==> src/rtl/hs_burst_pkg.sv <==
package hs_burst_pkg;

    localparam int unsigned IN_W      = 2;
    localparam int unsigned IN_UP_REQ = 0;
    localparam int unsigned IN_DN_ACK = 1;

    typedef enum logic [1:0] {
        ST_WAIT_UREQ_HI = 2'd0,
        ST_WAIT_DACK_HI = 2'd1,
        ST_WAIT_UREQ_LO = 2'd2,
        ST_WAIT_DACK_LO = 2'd3
    } hsb_state_t;

    typedef struct packed {
        logic req_rise;
        logic req_fall;
        logic ack_rise;
        logic ack_fall;
    } hsb_edges_t;

    typedef struct packed {
        logic dn_req;
        logic up_ack;
    } hsb_outs_t;

    localparam hsb_outs_t OUTS_RESET = '{dn_req: 1'b0, up_ack: 1'b1};

    function automatic hsb_state_t hsb_next(input hsb_state_t s);
        unique case (s)
            ST_WAIT_UREQ_HI: return ST_WAIT_DACK_HI;
            ST_WAIT_DACK_HI: return ST_WAIT_UREQ_LO;
            ST_WAIT_UREQ_LO: return ST_WAIT_DACK_LO;
            default:         return ST_WAIT_UREQ_HI;
        endcase
    endfunction

    function automatic hsb_outs_t hsb_outs(input hsb_state_t s);
        hsb_outs_t o;
        o.dn_req = (s == ST_WAIT_DACK_HI);
        o.up_ack = (s != ST_WAIT_DACK_LO);
        return o;
    endfunction

    function automatic hsb_edges_t hsb_expected(input hsb_state_t s);
        hsb_edges_t m;
        m = '0;
        unique case (s)
            ST_WAIT_UREQ_HI: m.req_rise = 1'b1;
            ST_WAIT_DACK_HI: m.ack_rise = 1'b1;
            ST_WAIT_UREQ_LO: m.req_fall = 1'b1;
            default:         m.ack_fall = 1'b1;
        endcase
        return m;
    endfunction

endpackage

==> src/rtl/hsb_sync.sv <==
module hsb_sync #(
    parameter int unsigned WIDTH  = 2,
    parameter int unsigned STAGES = 2
) (
    input  logic             clk,
    input  logic             rst,
    input  logic [WIDTH-1:0] d,
    output logic [WIDTH-1:0] q
);
    localparam int unsigned LAST = STAGES - 1;

    logic [STAGES-1:0][WIDTH-1:0] chain;

    always_ff @(posedge clk) begin
        if (rst) chain[0] <= '0;
        else     chain[0] <= d;
    end

    genvar g;
    generate
        for (g = 1; g < STAGES; g++) begin : g_stage
            always_ff @(posedge clk) begin
                if (rst) chain[g] <= '0;
                else     chain[g] <= chain[g-1];
            end
        end
    endgenerate

    assign q = chain[LAST];
endmodule

==> src/rtl/hsb_edge_det.sv <==
module hsb_edge_det
    import hs_burst_pkg::*;
(
    input  logic            clk,
    input  logic            rst,
    input  logic [IN_W-1:0] lvl,
    output hsb_edges_t      edges
);
    logic [IN_W-1:0] prev;

    always_ff @(posedge clk) begin
        if (rst) prev <= '0;
        else     prev <= lvl;
    end

    always_comb begin
        edges.req_rise =  lvl[IN_UP_REQ] & ~prev[IN_UP_REQ];
        edges.req_fall = ~lvl[IN_UP_REQ] &  prev[IN_UP_REQ];
        edges.ack_rise =  lvl[IN_DN_ACK] & ~prev[IN_DN_ACK];
        edges.ack_fall = ~lvl[IN_DN_ACK] &  prev[IN_DN_ACK];
    end
endmodule

==> src/rtl/hsb_fsm.sv <==
module hsb_fsm
    import hs_burst_pkg::*;
(
    input  logic       clk,
    input  logic       rst,
    input  hsb_edges_t edges,
    output hsb_outs_t  outs,
    output logic       err
);
    hsb_state_t state;
    hsb_edges_t want;
    logic       advance;
    logic       stray;

    always_comb begin
        want    = hsb_expected(state);
        advance = |(edges & want);
        stray   = |(edges & ~want);
    end

    always_ff @(posedge clk) begin
        if (rst) begin
            state <= ST_WAIT_UREQ_HI;
            outs  <= OUTS_RESET;
            err   <= 1'b0;
        end else begin
            if (advance) begin
                state <= hsb_next(state);
                outs  <= hsb_outs(hsb_next(state));
            end
            if (stray) err <= 1'b1;
        end
    end
endmodule

==> src/rtl/hs_burst_ctrl.sv <==
module hs_burst_ctrl
    import hs_burst_pkg::*;
#(
    parameter int unsigned SYNC_STAGES = 2
) (
    input  logic clk,
    input  logic rst,
    input  logic up_req_i,
    output logic up_ack_o,
    output logic dn_req_o,
    input  logic dn_ack_i,
    output logic proto_err_o
);
    logic [IN_W-1:0] raw_in;
    logic [IN_W-1:0] sync_q;
    logic            up_sync;
    logic            dn_sync;
    hsb_edges_t      edges;
    hsb_outs_t       outs;

    always_comb begin
        raw_in            = '0;
        raw_in[IN_UP_REQ] = up_req_i;
        raw_in[IN_DN_ACK] = dn_ack_i;
    end

    hsb_sync #(.WIDTH(IN_W), .STAGES(SYNC_STAGES)) u_sync (
        .clk (clk),
        .rst (rst),
        .d   (raw_in),
        .q   (sync_q)
    );

    assign up_sync = sync_q[IN_UP_REQ];
    assign dn_sync = sync_q[IN_DN_ACK];

    hsb_edge_det u_edge (
        .clk   (clk),
        .rst   (rst),
        .lvl   (sync_q),
        .edges (edges)
    );

    hsb_fsm u_fsm (
        .clk   (clk),
        .rst   (rst),
        .edges (edges),
        .outs  (outs),
        .err   (proto_err_o)
    );

    assign dn_req_o = outs.dn_req;
    assign up_ack_o = outs.up_ack;
endmodule

==> config.mk <==
export PLATFORM = sky130hd
export DESIGN_NAME = hs_burst_ctrl
export DESIGN_NICKNAME = d
export VERILOG_FILES = /design/src/rtl/hs_burst_pkg.sv /design/src/rtl/hsb_sync.sv /design/src/rtl/hsb_edge_det.sv /design/src/rtl/hsb_fsm.sv /design/src/rtl/hs_burst_ctrl.sv
export SDC_FILE = /design/constraint.sdc
export NUM_CORES = 1
export LEC_CHECK = 0
export ABC_CLOCK_PERIOD_IN_PS = 1600
export BUFFER_PORTS_ARGS = -buffer_cell sky130_fd_sc_hd__buf_2
export CORE_AREA = 2 2 39 41
export CTS_CLUSTER_DIAMETER = 40
export DETAILED_ROUTE_END_ITERATION = 8
export DIE_AREA = 0 0 41 43
export PLACE_DENSITY = 0.59
export SYNTH_ARGS = -nofsm -noshare
export SYNTH_HDL_FRONTEND = slang
export SYNTH_SLANG_ARGS = --single-unit
==> constraint.sdc <==
create_clock -name clk -period 1.6 [get_ports clk]
set_input_delay 0.24 -clock clk [delete_from_list [all_inputs] [get_ports clk]]
set_output_delay 0.24 -clock clk [all_outputs]
set_load 0.005 [all_outputs]
==> flow_summary.yaml <==
worst_setup_path:
  cp-start-kind: "flip-flop"
  critPathArrivalTime_ns: 1.64
  endpoint_kind: "flip-flop"
  r2r_cells: 6
  cp_max_fo: 8
  worstPathRequired_ns: 1.77
  worstSetupPathType: "reg -> reg"
die:
  die_h_microns: 43
  ios: 7
  initial_core_util: 0.353
  core.rowCount: 14
  dieArea_sq_um: 1760
  core-area_sq_um: 1380
  die_w_microns: 41
final_layout:
  fin_cells: 78
  nNetsFinal: 72
  insertedDiodeCount: 0
  fillCellCount: 153
  synthToLayoutAreaGrowth_pct: 17.7
  layout-drive-gt1-share: 0.226
logic_synthesis:
  syn_avg_cell_area_sq_um: 9.38
  synth_edf_count: 0
  synth_ff_type: "dfxtp_1"
  synth_seq_cells: 11
  syn_inst: 52
  async_flop_share: 0
  synth.distinct_cells: 17
  synth_nets: 61
  yosys_warnings: 0
  seq_area_frac_synth: 0.451
  syn-cell-area_sq_um: 488
worst_hold_path:
  whs_path_depth: 2
  worst_hold_path_type: "in -> reg"
global_route:
  grt_max_degree: 13
  overflow: 0
  antenna_found_initial: 0
  grt_pass1_wl_mm: 1.44
  grt_pass1_vias: 348
  track_usage: 0.129
timing:
  period_needed_ns: 1.46
  setup_ws_ns: 0.136
  fmax_mhz: 683
  slew_headroom: 0.821
  fin_crit_sh: 0.915
  setup_tns_ns: 0
  hold_viol: 0
  worst_clock_skew_ns: 0.00179
  worst_slew_pin_slew_ns: 0.265
  setup_viol: 0
  slew_viol_final: 0
  rsz0062_at_grt: "false"
  holdWs_ns: 0.170
clock_tree:
  cts_sinks: 11
  ctsResizeCount: 0
  clk_latency_ns: 0.27
  cts_root_buffer: "clkbuf_4"
  post_cts_buffers: 0
  clkTransAtPathRegs_ns: 0.07
  cts_tree: "done"
  cts_buffer_depth: 2
  cts_hold_buf: 0
  h-tree-depth: 1
  cts_made_buffers: 3
detailed_routing:
  remaining_drc_errors: 0
  via_per_inst: 4.82
  drtIter0Drc: 6
  drt_pass1_iterations: 4
  drt.antenna.violating_nets: 0
  via_count: 376
  wl_microns: 753
  wl_per_cell_microns: 9.65
placement:
  preCtsSetupSlack_ns: 0.0941
  io_buffers: 6
  hpwl_microns: 567
  dpl.cell_count: 74
  gp_congestion: 0.836
power_and_ir_drop:
  vdd_drop_max_uv: 440
  p_leak_nw: 0.227
  p_per_area_nw_per_um2: 925
job:
  cap_violations: 0
status:
  status: "finished, final reports clean"
## routing by layer
layer  wire (microns)  global-route usage  up-vias
met4               47               0.140        0
met2              307               0.166        8
met5                0                   0        -
li1                 -                   -      197
met3               44              0.0471        5
met1              353               0.148      166
## final timing paths
kind / start / endpoint / slack, ns
worst max-delay path: u_fsm.state[0] / u_fsm.outs[0] / 0.14
worst max register to register: u_fsm.state[0] / u_fsm.outs[0] / 0.14
worst min-delay path: dn_ack_i / u_sync.chain[1] / 0.17
worst min register to register: u_sync.chain[0] / u_sync.q[0] / 0.44
## critical path: stages (launching register included)
cell	delay, ns
dfxtp_2	0.35
inv_1	0.08
ha_1	0.22
nand3b_1	0.10
nand2_2	0.10
or3_1	0.36
a21o_1	0.16
## stage by stage
stage / instance area (sq um) / total power, W / util
2_1_floorplan: 488 / 0.000330 / -
3_3_place_gp: 542 / 0.000347 / 0.392
3_5_place_dp: 542 / 0.000348 / 0.392
4_1_cts: 568 / 0.000540 / 0.410
5_1_grt: 574 / 0.000561 / 0.415
6_report: 574 / 0.000531 / 0.415
## Yosys cell counts, types with 2 or more instances
| library cell | n | area [sq um] |
|---|---|---|
| nor2b_1 | 6 | 37.5 |
| nand3b_1 | 3 | 22.5 |
| ha_1 | 5 | 62.6 |
| dfxtp_1 | 11 | 220 |
| a21oi_1 | 4 | 20.0 |
| o21ai_0 | 4 | 20.0 |
| nor3b_1 | 3 | 22.5 |
| nor2_1 | 2 | 7.51 |
| inv_1 | 3 | 11.3 |
| or3_1 | 3 | 18.8 |
| nor3_1 | 2 | 10.0 |
## cells in the final DEF (no fill, tap or decap), types with 2 or more instances in the layout
master,n
dfxtp_1,9
clkbuf_4,3
ha_1,5
buf_2,6
inv_1,3
nand3b_1,3
nor3b_1,3
nor3_1,2
nor2_1,2
a21oi_1,4
o21ai_0,4
or3_1,3
nor2b_1,6
dfxtp_2,2
## cell type report
| cell class | instances | area (sq um) | share of cell area |
|---|---|---|---|
| multi-input combinational | 37 | 256 | 0.447 |
| clock buffer | 4 | 26.3 | 0.0458 |
| timing repair buffer | 7 | 37.5 | 0.0654 |
| sequential | 11 | 223 | 0.388 |
| inverter | 3 | 11.3 | 0.0196 |
| tap | 16 | 20.0 | 0.0349 |
## report_power, final
group / leakage (nW) / internal (W) / switching (W)
registers: 0.0911 / 0.000287 / 0.00000738
clock network: 0.0150 / 0.0000968 / 0.0000934
logic: 0.121 / 0.0000238 / 0.0000229
## flip-flops by register name (all words and copies together) (netlist names)
register and flops:
u_fsm.outs 2, u_edge.prev 2, u_fsm.state 2, u_fsm.err 1
u_sync.chain 2, u_sync.q 2
## cell families (layout without fill, tap and decap cells)
logic type / count (synthesis) / after routing / synth area share
buf+inv: 4 / 14 / 0.0308
simple gates: 21 / 21 / 0.264
compound gates: 11 / 11 / 0.126
fa+ha+maj: 5 / 5 / 0.128
flops: 11 / 11 / 0.451
Power figures use the tool's default switching activity.
